**config.mk**
```make
export PLATFORM = sky130hd
export DESIGN_NAME = remap_gcmd_ctrl
export DESIGN_NICKNAME = d
export VERILOG_FILES = /design/src/rtl/remap_gcmd_pkg.sv /design/src/rtl/remap_cmd_decode.sv /design/src/rtl/remap_done_timer.sv /design/src/rtl/remap_ptr_latch.sv /design/src/rtl/remap_gcmd_ctrl.sv
export SDC_FILE = /design/constraint.sdc
export NUM_CORES = 1
export LEC_CHECK = 0
export CAP_MARGIN = 5
export CORE_AREA = 2 2 206 157
export DETAILED_ROUTE_END_ITERATION = 6
export DIE_AREA = 0 0 208 159
export PLACE_DENSITY = 0.72
export SETUP_SLACK_MARGIN = 0.4
export SLEW_MARGIN = 20
export SYNTH_ARGS = -nofsm -noshare
export SYNTH_HDL_FRONTEND = slang
export SYNTH_HIERARCHICAL = 1
export SYNTH_SLANG_ARGS = --single-unit
```
**constraint.sdc**
```tcl
create_clock -name clk -period 6.7 [get_ports clk]
set_input_delay 1.005 -clock clk [delete_from_list [all_inputs] [get_ports clk]]
set_output_delay 1.005 -clock clk [all_outputs]
set_load 0.03 [all_outputs]
```
**src/rtl/remap_gcmd_pkg.sv**
```systemverilog
package remap_gcmd_pkg;

   localparam int unsigned NUM_EN   = 3;
   localparam int unsigned BIT_QI   = 0;
   localparam int unsigned BIT_DMA  = 1;
   localparam int unsigned BIT_INTR = 2;
   localparam int unsigned BIT_ROOT = 4;
   localparam int unsigned BIT_IRT  = 5;

   typedef enum logic [2:0] {
      RA_VER     = 3'd0,
      RA_CMD     = 3'd1,
      RA_STS     = 3'd2,
      RA_ROOT_LO = 3'd3,
      RA_ROOT_HI = 3'd4,
      RA_IRT_LO  = 3'd5,
      RA_IRT_HI  = 3'd6,
      RA_DLY     = 3'd7
   } reg_addr_e;

endpackage

```
**src/rtl/remap_cmd_decode.sv**
```systemverilog
module remap_cmd_decode
   import remap_gcmd_pkg::*;
#(
   parameter int unsigned DATA_W = 32
) (
   input  logic              cmd_we,
   input  logic [DATA_W-1:0] wdata,
   input  logic [DATA_W-1:0] sts_word,
   input  logic              busy,
   output logic              accept,
   output logic              reject,
   output logic              latch_root,
   output logic              latch_irt,
   output logic              en_go,
   output logic [1:0]        en_idx,
   output logic              en_val
);

   localparam logic [DATA_W-1:0] LEGAL_MASK =
      DATA_W'((1 << BIT_QI) | (1 << BIT_DMA) | (1 << BIT_INTR) |
              (1 << BIT_ROOT) | (1 << BIT_IRT));

   logic [DATA_W-1:0] diff;
   logic              single;

   assign diff   = wdata ^ sts_word;
   assign single = ($countones(diff) == 1) && ((diff & ~LEGAL_MASK) == '0);
   assign accept = cmd_we && single && !busy;
   assign reject = cmd_we && !accept;

   assign latch_root = accept && diff[BIT_ROOT];
   assign latch_irt  = accept && diff[BIT_IRT];

   always_comb begin
      en_go  = 1'b0;
      en_idx = '0;
      for (int i = 0; i < int'(NUM_EN); i++) begin
         if (diff[i]) begin
            en_go  = accept;
            en_idx = 2'(i);
         end
      end
      en_val = wdata[en_idx];
   end

endmodule

```
**src/rtl/remap_done_timer.sv**
```systemverilog
module remap_done_timer #(
   parameter int unsigned DLY_W = 8
) (
   input  logic             clk,
   input  logic             rst_n,
   input  logic             start,
   input  logic [DLY_W-1:0] delay,
   output logic             busy,
   output logic             fire
);

   logic [DLY_W-1:0] cnt_q;
   logic             busy_q;

   always_ff @(posedge clk) begin
      if (!rst_n) begin
         cnt_q  <= '0;
         busy_q <= 1'b0;
      end else if (start) begin
         cnt_q  <= delay;
         busy_q <= 1'b1;
      end else if (busy_q) begin
         if (cnt_q == '0) begin
            busy_q <= 1'b0;
         end else begin
            cnt_q <= cnt_q - 1'b1;
         end
      end
   end

   assign busy = busy_q;
   assign fire = busy_q && (cnt_q == '0);

endmodule

```
**src/rtl/remap_ptr_latch.sv**
```systemverilog
module remap_ptr_latch #(
   parameter int unsigned ADDR_W     = 64,
   parameter int unsigned PAGE_SHIFT = 12,
   parameter bit          HAS_SIZE   = 1'b0,
   parameter int unsigned SIZE_W     = 4
) (
   input  logic              clk,
   input  logic              rst_n,
   input  logic              load,
   input  logic [ADDR_W-1:0] src,
   output logic [ADDR_W-1:0] ptr_o,
   output logic [SIZE_W-1:0] size_o
);

   localparam int unsigned KEEP_W = ADDR_W - PAGE_SHIFT;

   logic [KEEP_W-1:0] page_q;

   always_ff @(posedge clk) begin
      if (!rst_n) begin
         page_q <= '0;
      end else if (load) begin
         page_q <= src[ADDR_W-1:PAGE_SHIFT];
      end
   end

   assign ptr_o = {page_q, {PAGE_SHIFT{1'b0}}};

   generate
      if (HAS_SIZE) begin : g_size
         logic [SIZE_W-1:0] size_q;
         logic [PAGE_SHIFT-SIZE_W-1:0] unused_mid;
         assign unused_mid = src[PAGE_SHIFT-1:SIZE_W];
         always_ff @(posedge clk) begin
            if (!rst_n) begin
               size_q <= '0;
            end else if (load) begin
               size_q <= src[SIZE_W-1:0];
            end
         end
         assign size_o = size_q;
      end else begin : g_nosize
         logic [PAGE_SHIFT-1:0] unused_low;
         assign unused_low = src[PAGE_SHIFT-1:0];
         assign size_o     = '0;
      end
   endgenerate

endmodule

```
**src/rtl/remap_gcmd_ctrl.sv**
```systemverilog
module remap_gcmd_ctrl
   import remap_gcmd_pkg::*;
#(
   parameter int unsigned DATA_W     = 32,
   parameter int unsigned DLY_W      = 8,
   parameter int unsigned DLY_RESET  = 4,
   parameter int unsigned PAGE_SHIFT = 12,
   parameter int unsigned SIZE_W     = 4,
   parameter int unsigned VER_MAJOR  = 1,
   parameter int unsigned VER_MINOR  = 0
) (
   input  logic                clk,
   input  logic                rst_n,
   input  logic                wr_en,
   input  logic [2:0]          wr_addr,
   input  logic [DATA_W-1:0]   wr_data,
   input  logic [2:0]          rd_addr,
   output logic [DATA_W-1:0]   rd_data,
   output logic                qi_en,
   output logic                dma_en,
   output logic                intr_en,
   output logic [2*DATA_W-1:0] root_ptr,
   output logic [2*DATA_W-1:0] irt_ptr,
   output logic [SIZE_W-1:0]   irt_size,
   output logic                inval_req,
   output logic                cmd_err
);

   localparam int unsigned ADDR_W = 2 * DATA_W;
   localparam logic [DATA_W-1:0] VER_WORD =
      DATA_W'((VER_MAJOR << 3) | VER_MINOR);

   generate
      if (DATA_W != 32) begin : g_bad_w
         $error("DATA_W must be 32");
      end
      if (VER_MAJOR < 1 || VER_MAJOR > 15) begin : g_bad_maj
         $error("VER_MAJOR must lie in 1..15");
      end
      if (VER_MINOR > 7) begin : g_bad_min
         $error("VER_MINOR must fit three bits");
      end
      if (DLY_W < 1 || DLY_W > DATA_W) begin : g_bad_dly
         $error("DLY_W out of range");
      end
      if (DLY_RESET >= (1 << DLY_W)) begin : g_bad_rst
         $error("DLY_RESET does not fit DLY_W");
      end
      if (SIZE_W >= PAGE_SHIFT) begin : g_bad_size
         $error("SIZE_W must be below PAGE_SHIFT");
      end
   endgenerate

   logic [DATA_W-1:0] root_lo_q, root_hi_q, irt_lo_q, irt_hi_q;
   logic [DLY_W-1:0]  dly_q;
   logic [NUM_EN-1:0] sts_q;
   logic [1:0]        pend_idx_q;
   logic              pend_val_q;
   logic              inval_q, err_q;

   logic [DATA_W-1:0] sts_word;
   logic              cmd_we, accept, reject;
   logic              latch_root, latch_irt, en_go, en_val;
   logic [1:0]        en_idx;
   logic              tmr_busy, tmr_fire;
   logic              unused_accept;
   logic [SIZE_W-1:0] unused_root_size;

   assign sts_word = DATA_W'(sts_q);
   assign cmd_we   = wr_en && (wr_addr == RA_CMD);

   remap_cmd_decode #(.DATA_W(DATA_W)) u_dec (
      .cmd_we     (cmd_we),
      .wdata      (wr_data),
      .sts_word   (sts_word),
      .busy       (tmr_busy),
      .accept     (accept),
      .reject     (reject),
      .latch_root (latch_root),
      .latch_irt  (latch_irt),
      .en_go      (en_go),
      .en_idx     (en_idx),
      .en_val     (en_val)
   );
   assign unused_accept = accept;

   remap_done_timer #(.DLY_W(DLY_W)) u_tmr (
      .clk   (clk),
      .rst_n (rst_n),
      .start (en_go),
      .delay (dly_q),
      .busy  (tmr_busy),
      .fire  (tmr_fire)
   );

   remap_ptr_latch #(
      .ADDR_W(ADDR_W), .PAGE_SHIFT(PAGE_SHIFT), .HAS_SIZE(1'b0), .SIZE_W(SIZE_W)
   ) u_root (
      .clk    (clk),
      .rst_n  (rst_n),
      .load   (latch_root),
      .src    ({root_hi_q, root_lo_q}),
      .ptr_o  (root_ptr),
      .size_o (unused_root_size)
   );

   remap_ptr_latch #(
      .ADDR_W(ADDR_W), .PAGE_SHIFT(PAGE_SHIFT), .HAS_SIZE(1'b1), .SIZE_W(SIZE_W)
   ) u_irt (
      .clk    (clk),
      .rst_n  (rst_n),
      .load   (latch_irt),
      .src    ({irt_hi_q, irt_lo_q}),
      .ptr_o  (irt_ptr),
      .size_o (irt_size)
   );

   always_ff @(posedge clk) begin
      if (!rst_n) begin
         root_lo_q <= '0;
         root_hi_q <= '0;
         irt_lo_q  <= '0;
         irt_hi_q  <= '0;
         dly_q     <= DLY_W'(DLY_RESET);
      end else if (wr_en) begin
         case (wr_addr)
            RA_ROOT_LO: root_lo_q <= wr_data;
            RA_ROOT_HI: root_hi_q <= wr_data;
            RA_IRT_LO:  irt_lo_q  <= wr_data;
            RA_IRT_HI:  irt_hi_q  <= wr_data;
            RA_DLY:     dly_q     <= wr_data[DLY_W-1:0];
            default: ;
         endcase
      end
   end

   always_ff @(posedge clk) begin
      if (!rst_n) begin
         sts_q      <= '0;
         pend_idx_q <= '0;
         pend_val_q <= 1'b0;
      end else begin
         if (en_go) begin
            pend_idx_q <= en_idx;
            pend_val_q <= en_val;
         end
         if (tmr_fire) begin
            sts_q[pend_idx_q] <= pend_val_q;
         end
      end
   end

   always_ff @(posedge clk) begin
      if (!rst_n) begin
         inval_q <= 1'b0;
         err_q   <= 1'b0;
      end else begin
         inval_q <= (latch_root && sts_q[BIT_DMA]) || (latch_irt && sts_q[BIT_INTR]);
         err_q   <= reject;
      end
   end

   always_comb begin
      case (rd_addr)
         RA_VER:     rd_data = VER_WORD;
         RA_STS:     rd_data = sts_word;
         RA_ROOT_LO: rd_data = root_lo_q;
         RA_ROOT_HI: rd_data = root_hi_q;
         RA_IRT_LO:  rd_data = irt_lo_q;
         RA_IRT_HI:  rd_data = irt_hi_q;
         RA_DLY:     rd_data = DATA_W'(dly_q);
         default:    rd_data = '0;
      endcase
   end

   assign qi_en     = sts_q[BIT_QI];
   assign dma_en    = sts_q[BIT_DMA];
   assign intr_en   = sts_q[BIT_INTR];
   assign inval_req = inval_q;
   assign cmd_err   = err_q;

endmodule

```
==> flow_summary.toml <==
[finish]
drive_gt1_share_pct = 12.7
synthToLayoutAreaGrowth_pct = 28.6
regArea_um2 = 5230
finalNetCount = 1546
stdcell_area_um2 = 15700
stdcell_count = 1890
multi_input_area_um2 = 6430
n_fill_cell = 2835
final_util_pct = 50.7

[timing]
hold_viol = 0
fin_worst_skew_ns = 0.0159
fin_crit_sh_pct = 94.9
drv_slew = 0
rsz0062_at_grt = "yes"
relSlewSlack_pct = 32.0
max_slew.worst_pin.slew_ns = 1.02
worst_hold_slack_ns = 0.464
finalSetupViolCount = 0
fin_crit_ns = 6.36
fmax_mhz = 157

[clock_network]
insertion_delay_ns = 0.55
htreeDepth = 1
cts_inserted_buffers = 27
clk_path_buf_depth = 3
ctsHoldBuffers = 0
cts_tree = "done"
clock-sinks = 261
clockRootBuffer = "clkbuf_16"
clk_pin_slew_worst_paths_ns = 0.07

[logic_synthesis]
synth-warning-count = 6
syn_avg_cell_area_um2 = 9.77
syn_inst = 1250
syn-cell-area_um2 = 12200

[route]
viasPerCell = 5.16
vias = 9749
drc = 0
wl_mm = 36.2
drt-initial-drc-count = 698
wl_per_cell_um = 19.2
first_pass_iters = 5
ant_nets = 0

[global_routing]
grt_antenna_before_repair = 3
grt_first_pass_wirelength_mm = 54.3
grt_overflow = 0
grt_pass1_vias = 9192
grt_max_degree = 176
grtUsageTotal_pct = 20.6

[critical_path]
cpMaxStageDelayCell = "fa_1"
cp-start-kind = "input port"
arrival_ns = 6.80
crit_fanout = 6
cp_data_required_time_ns = 7.14
worstSetupPathType = "in2reg"
cpPeakStageDelay_ns = 0.55
crit_chain = "buf_2 > xnor2_2 > fa_1 > inv_1 > ha_1 > inv_2 > fa_1 > fa_1 > fa_1 > inv_2 > fa_1 > ha_2 > fa_1 > nand2b_4 > nor4_4 > nand4b_1 > buf_6 > buf_6 > nor4_4 > buf_6 > clkbuf_16 > mux2i_1 > nor2b_1"
end_kind = "register"
cpMostUsedCell = "fa_1"

[power]
p_leak_nw = 5.71
vdd_ir_drop_max_mv = 0.319
power_density_nw_per_um2 = 268

[die]
ios = 210
die_x_um = 208
dieArea_um2 = 33100
num_rows = 56
fp.coreArea_um2 = 31000
initial_core_util_pct = 39.4
die_y_um = 159

[place]
dp_hpwl_mm = 24.4
dp.cells = 1817
place_area_um2 = 14400
io_buffers = 185
gp_congestion = 0.881

[outcome]
status = "complete, no violations"

[hold_path]
hold_path_class = "reg2reg"

[flow_run]
drv_cap = 0
## registers in the layout, summed over array words and instances, names as in the netlist, 2 cells and up
| signal | flops |
|---|---|
| u_irt/page_q | 52 |
| u_root/page_q | 52 |
| irt_hi_q | 32 |
| irt_lo_q | 32 |
| root_hi_q | 32 |
| root_lo_q | 32 |
| dly_q | 8 |
| u_tmr/cnt_q | 8 |
| u_irt/size_o | 4 |
| sts_q | 3 |
| pend_idx_q | 2 |
## per-stage QoR
step | power (W) | setup TNS, ns | setup slack, ns
6_report | 0.00420 | 0 | 0.340
5_1_grt | 0.00442 | 0 | 0.182
2_1_floorplan | 0.00233 | 0 | 0.434
3_3_place_gp | 0.00254 | -31.00 | -0.313
3_5_place_dp | 0.00256 | -40.97 | -0.424
4_1_cts | 0.00404 | 0 | 0.410
## critical path: cells and delay by family
| kind | cells | cell delay, ns |
|---|---|---|
| XOR/XNOR | 1 | 0.11 |
| buffers and inverters | 8 | 0.98 |
| multiplexers | 1 | 0.20 |
| AND/OR/NAND/NOR | 5 | 0.94 |
| adder cells (fa/ha/maj) | 8 | 3.54 |
## worst paths after layout
| path | slack [ns] | cells after the start | endpoint | startpoint |
|---|---|---|---|---|
| max | 0.34 | 23 | u_root/page_q[19]$_SDFFE_PN0P_ | wr_data[13] |
| min reg2reg | 0.46 | 2 | root_lo_q[1]$_SDFFE_PN0P_ | root_lo_q[1]$_SDFFE_PN0P_ |
| min | 0.46 | 2 | root_lo_q[1]$_SDFFE_PN0P_ | root_lo_q[1]$_SDFFE_PN0P_ |
| max reg2reg | 0.50 | 21 | u_root/page_q[19]$_SDFFE_PN0P_ | sts_q[1]$_SDFFE_PN0P_ |
## routing by layer
layer	up-vias	wire length (µm)	share of wire (%)	track usage, %
met3	48	2490	6.9	4.00
met4	0	595	1.6	4.16
met5	-	0	0	0
li1	4687	-	-	-
met1	4679	17300	48	29.8
met2	335	15800	44	31.9
## placed cells by master (no fill, tap or decap), types with 5 or more instances in the layout
master / instances
dfxtp_1: 261
clkdlybuf4s50_1: 170
nand3_1: 139
mux2i_1: 127
nor2b_1: 118
o21ai_0: 99
nand2_1: 89
conb_1: 53
o21ai_1: 42
inv_1: 40
buf_4: 36
clkbuf_16: 30
mux2_2: 24
a32oi_1: 24
fa_1: 23
ha_1: 18
xnor2_1: 12
buf_6: 10
xor2_1: 10
buf_12: 9
xnor2_2: 8
clkbuf_1: 7
a21oi_1: 7
clkbuf_8: 6
clkbuf_2: 6
inv_2: 6
xor2_2: 6
clkinv_2: 5
nor4_4: 5
## what timing repair did
action / in CTS / in global routing
pin swaps: 7 / 24
setup buffers: 4 / 9
gates cloned: 2 / 5
setup endpoints to repair: 115 / 120
gates resized for setup: 34 / 53
## where the power goes
part / internal [W] / switching [W]
combinational: 0.000531 / 0.000631
clock: 0.000815 / 0.000641
sequential: 0.00157 / 0.0000144
total: 0.00292 / 0.00129
## layout make-up
| type | instances | share of cell area, % |
|---|---|---|
| sequential | 261 | 33.3 |
| antenna | 4 | 0.0637 |
| clock buffer | 40 | 5.00 |
| timing repair inverter | 1 | 0.0478 |
| clock inverter | 9 | 0.446 |
| multi-input combinational | 879 | 41.0 |
| inverter | 46 | 1.10 |
| timing repair buffer | 244 | 15.9 |
| tap | 406 | 3.23 |
Power figures use the tool's default switching activity.
